===== config.mk =====
export PLATFORM = sky130hd
export DESIGN_NAME = dirflag_fifo
export DESIGN_NICKNAME = d
export VERILOG_FILES = /design/src/rtl/dirflag_fifo.sv
export SDC_FILE = /design/constraint.sdc
export NUM_CORES = 1
export LEC_CHECK = 0
export BUFFER_PORTS_ARGS = -buffer_cell sky130_fd_sc_hd__buf_4
export CAP_MARGIN = 5
export CORE_ASPECT_RATIO = 2
export CORE_UTILIZATION = 50
export CTS_CLUSTER_SIZE = 28
export DETAILED_ROUTE_END_ITERATION = 16
export GPL_TIMING_DRIVEN = 0
export PLACE_DENSITY = 0.76
export SYNTH_ARGS = -nofsm -noshare
export SYNTH_HDL_FRONTEND = slang
export SYNTH_SLANG_ARGS = --single-unit

===== constraint.sdc =====
create_clock -name clk -period 2.5 [get_ports clk]
set_clock_uncertainty 0.2 [all_clocks]
set_input_delay 0.375 -clock clk [delete_from_list [all_inputs] [get_ports clk]]
set_output_delay 0.375 -clock clk [all_outputs]
set_load 0.01 [all_outputs]

===== src/rtl/dirflag_fifo.sv =====
module dirflag_fifo #(
  parameter int WIDTH = 8,
  parameter int DEPTH = 5
) (
  input  logic             clk,
  input  logic             rst_n,
  input  logic             push,
  input  logic [WIDTH-1:0] wdata,
  input  logic             pop,
  output logic [WIDTH-1:0] rdata,
  output logic             full,
  output logic             empty
);
  localparam int AW = (DEPTH > 1) ? $clog2(DEPTH) : 1;
  localparam logic [AW-1:0] LAST = AW'(DEPTH - 1);

  logic [WIDTH-1:0] mem [DEPTH];
  logic [AW-1:0] head, tail;
  logic last_push;

  wire same  = (head == tail);
  assign full  = same &  last_push;
  assign empty = same & ~last_push;

  wire do_push = push & ~full;
  wire do_pop  = pop  & ~empty;

  function automatic logic [AW-1:0] step(input logic [AW-1:0] p);
    return (p == LAST) ? '0 : p + 1'b1;
  endfunction

  always_ff @(posedge clk) begin
    if (do_push) mem[tail] <= wdata;
  end

  always_ff @(posedge clk) begin
    if (!rst_n) begin
      head      <= '0;
      tail      <= '0;
      last_push <= 1'b0;
      rdata     <= '0;
    end else begin
      if (do_push) tail <= step(tail);
      if (do_pop) begin
        head  <= step(head);
        rdata <= mem[head];
      end
      if (do_push != do_pop) last_push <= do_push;
    end
  end
endmodule



# Word level (Yosys, flattened, before mapping)
# Memory sizes are Yosys's and may differ from the RTL's. A register that Yosys moved wholly into a read port is not among the register bits.
# Cells that the tools add are included.
dict set report op_classes {
  addsub 2
  n_mul 0
  div 0
  magnitude_cmp 0
  eq_ne 4
  shifts 0
  mux 4
  bitwise_logic 7
  reduce_logical 1
}
# cell count
set op_table {}
lappend op_table {{adder 3 x 1 -> 3 bit (second input constant)} 2}
lappend op_table {{== test 3 bit (second input constant)} 2}
lappend op_table {{two-way mux 3 bit} 2}
lappend op_table {{AND 1 bit} 4}
lappend op_table {{== test 3 bit} 1}
lappend op_table {{NOT 1 bit} 3}
lappend op_table {{two-way mux 1 bit} 2}
lappend op_table {{zero test 1 bit} 1}
lappend op_table {{!= test 1 bit} 1}
dict set report totals {
  regBits 7
  latch_bits 0
  ram_bits 40
  rom_bits 0
  in_bits 12
  output_inout_bits 10
  wordCells 22
  n_memories 1
}
# memory depth word_bits rd rd_clocked_by_memory_dff wr line
set memory_table {}
lappend memory_table {mem 5 8 1 1 1 17} ;# logic [WIDTH-1:0] mem [DEPTH];

# Depth between registers and ports, before layout
# Gate-level depths: netlist of run 1.
dict set report logic_depth {
  depth_word 6
  mapped_depth 7
  depth_no_buf 5
}

# Worst setup path after synthesis of run 1
# OpenSTA, ideal clock, no wires.
dict set report synth_path {
  kind {register to register}
  start {register head[1]}
  end {memory mem[4][0] (enable)}
  setup_time_ns 0.398
  t_arrival_ns 1.870
  t_required_ns 1.902
  setup_slack_ns 0.032
  stages_incl_launch_ff 5
  n_path_buf 1
  synth_period_minus_slack_ns 2.468
  path_cell_list {dfxtp_1 buf_4 xor2_2 o41ai_2 nor4b_1}
}
dict set report synth_between {
  elab_chain_cells 6
}
# element line
set synth_lines {}
lappend synth_lines {{start: declaration} 18} ;# logic [AW-1:0] head, tail;
lappend synth_lines {{start signal: assignment} 45} ;# head <= step(head);
lappend synth_lines {{== test 3 bit} 21} ;# wire same = (head == tail);
lappend synth_lines {{AND 1 bit} 22} ;# assign full = same & last_push;
lappend synth_lines {{NOT 1 bit} 25} ;# wire do_push = push & ~full;
lappend synth_lines {{AND 1 bit} 25}
lappend synth_lines {{two-way mux 1 bit} 33} ;# if (do_push) mem[tail] <= wdata;
lappend synth_lines {{two-way mux 1 bit (not written as such)} 33}
lappend synth_lines {{end: declaration} 17}
# No other way between the ends.

# Worst setup path in the final report of run 1
dict set report layout_path {
  start {register head[1]}
  end {memory mem[3][4] (enable)}
}
# The elaborated chain is that of the path after synthesis.

==> impl_metrics.toml, run 1 <==
[finish]
area_delta_synth_final_pct = 21.5
final_nets = 219
layout-drive-gt1-share = 0.250
antennaDiodeCount = 0

[critical_path]
cp-end-kind = "register"
crit_type = "register to register"
crit_required_ns = 2.32
cp.arrival_ns = 2.27
start_kind = "register"
cp_max_fo = 10

[grt]
first_global_vias = 1468
grt_max_degree = 18
grt_pass1_wl_um = 7330
overflow = 0
grtUsageTotal = 0.208
antenna_found_initial = 0

[synth]
synth_cells = 169
synth_common_cells = "edfxtp_1 (40), mux2i_1 (16), dfxtp_1 (15)"
yosysTopAreaCellShare = 0.524
synth_top_cell_by_area = "edfxtp_1"
async_flop_share = 0
avgSynthCellArea_um2 = 13.6
yosysWarnings = 0
syn_area_um2 = 2290
synthTopCellsByArea = "edfxtp_1 (52%), dfxtp_1 (13%), mux2i_1 (7.0%)"
synth-main-ff-cell = "edfxtp_1"
ys_seq_area_frac = 0.655
synth.most_common_cell = "edfxtp_1"
yosysUniqueCellTypes = 32
synth_seq_cells = 55
synth_fp_nets = 185
synth_edf_count = 40

[power_and_ir_drop]
power.density_nw_per_um2 = 734
ir_worst_vdd_mv = 0.513
power.leakage_nw = 1.05
p_total_mw = 2.04

[sta]
slew_violations = 0
fin_crit_ns = 2.45
fin_hold_ws_ns = 0.0754
worstMarginPinSlew_ns = 0.635
fmax_mhz = 408
hold_viol = 0
setup_viol = 0
relSlewSlack = 0.572
post-route-period-util = 0.981

[routing]
ant_nets = 0
drc = 0
wl_per_cell_um = 18.3
first_iter_violations = 38
routed_wl_um = 4710
viasPerCell = 5.59
first_pass_iters = 4
vias = 1441

[clock_network]
cts_tree = "built"
root_buffer = "clkbuf_8"
cts_sinks = 55
numCtsBuffers = 5
path_clk_slew_ns = 0.09
clk_latency_ns = 0.30
postCtsHoldBufs = 0
cts_max_level = 2
clockBufferDepth = 2

[place]
numPortBuffers = 20
place.gp.congestion = 0.849
dp_hpwl_um = 3070

[status]
status = "finished, final reports clean"

[die]
io_pins = 22
floorplan.initialDensity = 0.523
dieArea_um2 = 4870
fp.dieH_um = 97.7
rows = 34
core_area_um2 = 4380
die_w_um = 49.9

[flow_run]
maxCapViolCount = 0

[worst_hold_path]
hp-class = "input pin to register"
==> cell type report <==
| type | instances | area (um2) |
|---|---|---|
| buffer | 9 | 43.8 |
| sequential | 55 | 1500 |
| timing repair buffer | 27 | 253 |
| clock inverter | 1 | 8.76 |
| fill | 327 | 1600 |
| inverter | 5 | 18.8 |
| tap | 54 | 67.6 |
| clock buffer | 7 | 86.3 |
| multi-input combinational | 100 | 803 |
==> kinds of logic (layout without fill, tap and decap cells) <==
| family | Yosys count | after routing | synth area share |
|---|---|---|---|
| AND/OR/NAND/NOR | 46 | 46 | 0.100 |
| flip-flops | 55 | 55 | 0.655 |
| AO/OA/AOI/OAI | 31 | 31 | 0.105 |
| buffers and inverters | 14 | 49 | 0.0262 |
| XOR/XNOR | 3 | 3 | 0.0213 |
| multiplexers | 16 | 16 | 0.0699 |
| adder cells (fa/ha/maj) | 4 | 4 | 0.0218 |
==> layout by cell type, fill, tap and decap left out, types with 2 or more instances in the layout <==
cell       n
edfxtp_1  40
buf_4     24
mux2i_1   16
dfxtp_1   14
nand2_1   12
o21ai_0   12
nor2_1    10
or3_1      8
o211a_1    8
clkbuf_8   6
inv_1      5
clkbuf_1   5
nor3_4     4
ha_1       4
buf_12     4
xor2_2     2
nor4_1     2
or2_2      2
buf_2      2
nand3_1    2
a211o_1    2
nand3b_1   2
o211ai_1   2
==> routing by layer <==
| metal | global-route usage | up-vias | share of wire | wire length (um) |
|---|---|---|---|---|
| met4 | 0.0945 | 0 | 0.022 | 104 |
| li1 | - | 691 | - | - |
| met1 | 0.232 | 714 | 0.39 | 1820 |
| met3 | 0.0391 | 7 | 0.024 | 111 |
| met2 | 0.370 | 29 | 0.57 | 2670 |
| met5 | 0 | - | 0 | 0 |
==> worst max-delay path: stages (launching register included) <==
cell,delay (ns)
dfxtp_1,0.35
buf_4,0.24
xor2_2,0.32
o41ai_4,0.09
buf_4,0.17
or2_2,0.38
nor3_4,0.26
buf_12,0.16
==> where the power goes <==
group | switching, mW | internal (mW)
Sequential | 0.0437 | 1.05
Combinational | 0.241 | 0.204
Clock | 0.274 | 0.229
==> flip-flops by register name (all words and copies together) (netlist names) <==
signal     count
mem           40
rdata          8
head           3
tail           3
last_push      1
==> worst paths after layout <==
check,start,endpoint,slack (ns),depth (start not counted)
worst min register to register,rdata[3],rdata[3],0.32,1
worst min-delay path,wdata[4],mem[2][4],0.08,1
worst max register to register,head[1],mem[3][4],0.05,7
worst max-delay path,head[1],mem[3][4],0.05,7
==> what timing repair did <==
item | in CTS | in global routing
hold endpoints to repair | 0 | 0
pin swaps | 0 | 5
setup endpoints to repair | 32 | 32
resized for setup | 4 | 8
buffers inserted | 0 | 6
==> stage by stage <==
| stage | TNS, ns | area (um2) | utilization | instances | worst slack (ns) |
|---|---|---|---|---|---|
| finish | 0 | 2780 | 0.635 | 258 | 0.0483 |
| global route | -0.257 | 2780 | 0.635 | 258 | -0.0273 |
| CTS | -4.06 | 2640 | 0.602 | 252 | -0.151 |
| detailed placement | -17.62 | 2520 | 0.576 | 244 | -0.589 |
| global placement | -20.55 | 2510 | 0.573 | 243 | -0.716 |
| floorplan | 0 | 2290 | - | 169 | 0.0317 |
Note: power is estimated with default switching activity, not from simulation.
==> run 2: changes to the inputs <==
--- a/config.mk
+++ b/config.mk
@@ -5,14 +5,15 @@
 export SDC_FILE = /design/constraint.sdc
 export NUM_CORES = 1
 export LEC_CHECK = 0
+export ABC_AREA = 1
 export BUFFER_PORTS_ARGS = -buffer_cell sky130_fd_sc_hd__buf_4
 export CAP_MARGIN = 5
 export CORE_ASPECT_RATIO = 2
-export CORE_UTILIZATION = 50
+export CORE_UTILIZATION = 46
 export CTS_CLUSTER_SIZE = 28
 export DETAILED_ROUTE_END_ITERATION = 16
 export GPL_TIMING_DRIVEN = 0
-export PLACE_DENSITY = 0.76
+export PLACE_DENSITY = 0.71
 export SYNTH_ARGS = -nofsm -noshare
 export SYNTH_HDL_FRONTEND = slang
 export SYNTH_SLANG_ARGS = --single-unit
==> run 2 against run 1 <==
Effect of this change: non-clock buffer count down 6; critical path type unchanged; hold slack got worse by 0.023 ns; register-to-register slack hardly changed; sequential share of layout area is 1.6 points lower; routed wire length down 0.11%; worst setup slack got worse by 0.0077 ns; combinational power grew 5.4%.
==> impl_metrics.toml, run 2 <==
[clock_network]
cts_tree = "built"
cts_max_level = 2
clk_latency_ns = 0.32
path_clk_slew_ns = 0.10
postCtsHoldBufs = 0
clockBufferDepth = 2
root_buffer = "clkbuf_8"
cts_sinks = 55
numCtsBuffers = 5

[finish]
largest_reg_flops = 40
area_delta_synth_final_pct = 14.4
mostFrequentLayoutCells = "nand2_1 (96), nor2_1 (56), edfxtp_1 (40), inv_1 (33), buf_4 (21)"
final_cells = 371
antennaDiodeCount = 0
final_nets = 328
top_register = "mem"
layout.cells.most_common = "nand2_1"
top_regs = "mem x40, rdata x8"
layout-drive-gt1-share = 0.157

[sta]
hold_viol = 0
fmax_mhz = 407
fin_crit_ns = 2.46
slew_violations = 0
post-route-period-util = 0.984
setup_viol = 0
setup_slack_ns = 0.0406
worstMarginPinSlew_ns = 0.859
rsz0062_at_grt = "true"
relSlewSlack = 0.424
finalSetupTns_ns = 0

[critical_path]
r2r-end = "mem[3][0]"
ff2ff_setup_slack_ns = 0.04
worstSetupEndpoint = "mem[3][0]"
cp-end-kind = "register"
crit_required_ns = 2.24
cp_max_fo = 8
startpoint = "tail[0]"
start_kind = "register"
cp.arrival_ns = 2.20
path_cells = "inv_2 -> nand2_1 -> nand2_1 -> nand4_1 -> nand2_2 -> nor3_2"
rr_worst_depth = 6
slowest_stage = "nor3_2"
crit_path_frequent_cell = "nand2_1"
crit_type = "register to register"
rr_startpoint = "tail[0]"
critPathMaxStageDelay_ns = 0.69

[die]
fp.dieH_um = 106
floorplan.initialDensity = 0.483
dieArea_um2 = 5770
die_w_um = 54.2
rows = 37
core_area_um2 = 5180
io_pins = 22

[synth]
synth_xor_area_frac = 0.0105
synth_fa_ha_area_frac = 0.0200
avgSynthCellArea_um2 = 8.82
synth_top_cell_by_area = "edfxtp_1"
synthMuxAreaShare = 0
synth_edf_count = 40
synth_top_family_by_area = "simple AND/OR/NAND/NOR gates"
yosys.area_share.simple = 0.275
synth-main-ff-cell = "edfxtp_1"
async_flop_share = 0
yosysUniqueCellTypes = 22
ys_seq_area_frac = 0.599
synth_seq_cells = 55
synth_cells = 284
synth_fp_nets = 300
synth_common_cells = "nand2_1 (96), nor2_1 (57), edfxtp_1 (40)"
synth_compound_area_frac = 0.0135
synthTopCellsByArea = "edfxtp_1 (48%), nand2_1 (14%), dfxtp_1 (12%)"
syn_area_um2 = 2510
yosysTopAreaCellShare = 0.479
synth.most_common_cell = "nand2_1"
yosysWarnings = 0

[grt]
grtUsageTotal = 0.201
first_global_vias = 1697
grt_max_degree = 18
overflow = 0
antenna_found_initial = 0
grt_pass1_wl_um = 8110

[place]
numPortBuffers = 21
dp_hpwl_um = 3320
numPlacedInstances = 363
place.gp.congestion = 0.801
place_ws_ns = -0.371

[routing]
drc = 0
routed_wl_um = 4710
ant_nets = 0
vias = 1770
viasPerCell = 4.77
first_iter_violations = 49
first_pass_iters = 4
wl_per_cell_um = 12.7

[power_and_ir_drop]
power.leakage_nw = 1.30
pwr-share-comb = 0.220
ir_worst_vdd_mv = 0.589
p_total_mw = 2.14
power.density_nw_per_um2 = 746
switching_share = 0.285
p_switching_mw = 0.610
pwr-share-seq = 0.504
p_int_mw = 1.53
clkPwrFrac = 0.276

[status]
status = "finished, final reports clean"

[flow_run]
maxCapViolCount = 0

[worst_hold_path]
hp-class = "input pin to register"
==> run 2: what timing repair did <==
item | 4_1_cts | 5_1_grt
resized for setup | 4 | 0
setup buffers | 0 | 0
endpoints found under the setup margin | 24 | 32
endpoints found under the hold margin | 0 | 0
==> run 2: worst min-delay path by stage <==
| stage | slack (ns) | endpoint | from | cells past startpoint |
|---|---|---|---|---|
| floorplan | 0.27 | mem[0][0] | wdata[0] | 0 |
| global placement | 0.29 | last_push | last_push | 2 |
| detailed placement | 0.30 | rdata[2] | rdata[2] | 4 |
| CTS | 0.05 | mem[3][6] | wdata[6] | 1 |
| global route | 0.05 | mem[3][6] | wdata[6] | 1 |
| finish | 0.05 | mem[3][6] | wdata[6] | 1 |
==> run 2: cell families after synthesis <==
kind of cell    after synthesis
buf+inv                      45
xor+xnor                      3
simple gates                171
compound gates                6
flops                        55
fa+ha+maj                     4
==> run 2: per-stage QoR <==
step	hold slack (ns)	area [um2]	utilization
finish	0.0520	2870	0.553
global route	0.0463	2870	0.553
CTS	0.0524	2870	0.553
detailed placement	0.303	2740	0.529
global placement	0.289	2740	0.528
floorplan	0.274	2510	-
==> run 2: cell type report <==
class | instances | area (um2)
Fill cell | 500 | 2320
Multi-Input combinational cell | 184 | 821
Timing Repair Buffer | 21 | 158
Inverter | 36 | 135
Buffer | 9 | 71.3
Sequential cell | 55 | 1500
Clock inverter | 2 | 36.3
Tap cell | 58 | 72.6
Clock buffer | 6 | 72.6
==> run 2: layer usage <==
layer  wire length [um]  vias up  global-route usage
met3                173        8              0.0443
met5                  0        -                   0
met1               1860      799               0.224
met2               2560       35               0.345
met4                110        0              0.0897
li1                   -      928                   -
==> run 2: critical path, delay by kind of cell (launching register included) <==
family                 cells  cell delay (ns)
buffers and inverters      1             0.13
DFF                        1             0.49
and+or+nand+nor            5             1.27
==> run 2: power groups by stage <==
stage / Clock, mW / Combinational (mW) / Sequential (mW)
finish: 0.591 / 0.470 / 1.08
global route: 0.628 / 0.546 / 1.09
CTS: 0.594 / 0.474 / 1.08
detailed placement: 0 / 0.469 / 1.10
global placement: 0 / 0.458 / 1.10
floorplan: 0 / 0.312 / 1.10
==> run 3: changes to the inputs <==
--- a/config.mk
+++ b/config.mk
@@ -6,12 +6,13 @@
 export NUM_CORES = 1
 export LEC_CHECK = 0
 export ABC_AREA = 1
-export BUFFER_PORTS_ARGS = -buffer_cell sky130_fd_sc_hd__buf_4
+export BUFFER_PORTS_ARGS = -buffer_cell sky130_fd_sc_hd__buf_2
 export CAP_MARGIN = 5
 export CORE_ASPECT_RATIO = 2
 export CORE_UTILIZATION = 46
 export CTS_CLUSTER_SIZE = 28
 export DETAILED_ROUTE_END_ITERATION = 16
+export GPL_ROUTABILITY_DRIVEN = 1
 export GPL_TIMING_DRIVEN = 0
 export PLACE_DENSITY = 0.71
 export SYNTH_ARGS = -nofsm -noshare
==> run 3 against run 2 <==
Effect of this change: non-clock buffer count did not move; combinational power fell by 4.7%; core utilization fell by 1.5 points; critical path depth did not move; final cell count did not move; first-iteration DRC count fell by 6.1%; sequential share of layout area rose by 1.4 points; clock-buffer cell count did not move; routed wire length fell by 0.23%; register-to-register slack barely moved; global-route usage fell by 1.1 points; critical endpoint is now mem[1][2]; largest power group unchanged.
==> impl_metrics.toml, run 3 (synthesis results as in run 2) <==
[critical_path]
crit_required_ns = 2.24
cp.arrival_ns = 2.19
cp_max_fo = 8
crit_type = "register to register"
cp-end-kind = "register"
start_kind = "register"

[die]
dieArea_um2 = 5770
die_w_um = 54.2
io_pins = 22
core_area_um2 = 5180
rows = 37
fp.dieH_um = 106
floorplan.initialDensity = 0.483

[grt]
grt_pass1_wl_um = 7820
antenna_found_initial = 0
grtUsageTotal = 0.190
top_usage_layer = "met2"
use_met1 = 0.219
grt_max_degree = 17
grt.met2_usage = 0.322
overflow = 0
use_met3 = 0.0300
first_global_vias = 1680

[sta]
rsz0062_at_grt = "true"
fin_crit_ns = 2.45
finalSetupTns_ns = 0
setup_slack_ns = 0.0522
relSlewSlack = 0.407
fmax_mhz = 409
slew_violations = 0
worstMarginPinSlew_ns = 0.884
hold_viol = 0
post-route-period-util = 0.979
setup_viol = 0

[finish]
antennaDiodeCount = 0
multi_input_area_um2 = 821
top_register = "mem"
final_nets = 328
n_fill_cell = 509
mostFrequentLayoutCells = "nand2_1 (96), nor2_1 (56), edfxtp_1 (40), inv_1 (33), buf_2 (24)"
seqCellArea_um2 = 1500
layout.cells.most_common = "nand2_1"
final_cells = 371
final_util = 0.538
area_delta_synth_final_pct = 11.4
top_regs = "mem x40, rdata x8"
layout-drive-gt1-share = 0.153
largest_reg_flops = 40

[clock_network]
cts_tree = "built"
post-cts-setup-buffer-count = 0
clk_latency_ns = 0.31
cts_sinks = 55
numCtsBuffers = 5
root_buffer = "clkbuf_8"
cts_max_level = 2
cts_resized = 3
postCtsHoldBufs = 0
clockBufferDepth = 2
path_clk_slew_ns = 0.10

[place]
numPortBuffers = 21
place.gp.congestion = 0.790
dp_hpwl_um = 3290
place_ws_ns = -0.304
numPlacedInstances = 363

[routing]
drc = 0
viasPerCell = 4.70
ant_nets = 0
routed_wl_um = 4700
first_pass_iters = 4
first_iter_violations = 46
vias = 1743
wl_per_cell_um = 12.7

[power_and_ir_drop]
power.density_nw_per_um2 = 722
power.leakage_nw = 1.27
ir_worst_vdd_mv = 0.458

[flow_run]
maxCapViolCount = 0

[status]
status = "finished, final reports clean"

[worst_hold_path]
hp-class = "input pin to register"
==> run 3: layout make-up <==
| class | instances | area share |
|---|---|---|
| multi-input combinational | 184 | 0.294 |
| sequential | 55 | 0.538 |
| tap | 58 | 0.0260 |
| inverter | 36 | 0.0484 |
| buffer | 9 | 0.0255 |
| clock inverter | 2 | 0.00448 |
| clock buffer | 6 | 0.0260 |
| timing repair buffer | 21 | 0.0377 |
==> run 3: final timing paths <==
check,start,end,slack (ns),cells after the start
max,tail[0],mem[1][2],0.05,6
min,wdata[7],mem[4][7],0.08,1
max reg2reg,tail[0],mem[1][2],0.05,6
min reg2reg,rdata[1],rdata[1],0.31,4
==> run 3: layer usage <==
metal  wire, um  vias to the layer above
met1       1930                      775
met4        116                        0
met3        114                        9
met2       2540                       27
li1           -                      932
met5          0                        -
==> run 3: critical path, stage by stage, from the launching register on <==
cell,delay (ns)
dfxtp_1,0.49
inv_2,0.13
nand2_1,0.08
nand2_1,0.07
nand4_1,0.22
nand2_2,0.18
nor3_2,0.71
==> run 3: metrics by stage <==
| step | hold slack, ns | area, um2 | power (mW) |
|---|---|---|---|
| after floorplan | 0.274 | 2510 | 1.42 |
| after global placement | 0.292 | 2680 | 1.53 |
| after detailed placement | 0.298 | 2690 | 1.55 |
| after CTS | 0.0860 | 2790 | 2.03 |
| after global routing | 0.0786 | 2790 | 2.14 |
| final | 0.0821 | 2790 | 2.02 |
==> run 3: report_power, final <==
group | switching, mW | internal [mW] | total (mW)
Combinational | 0.287 | 0.161 | 0.448
Clock | 0.295 | 0.197 | 0.492
Sequential | 0.0294 | 1.05 | 1.08
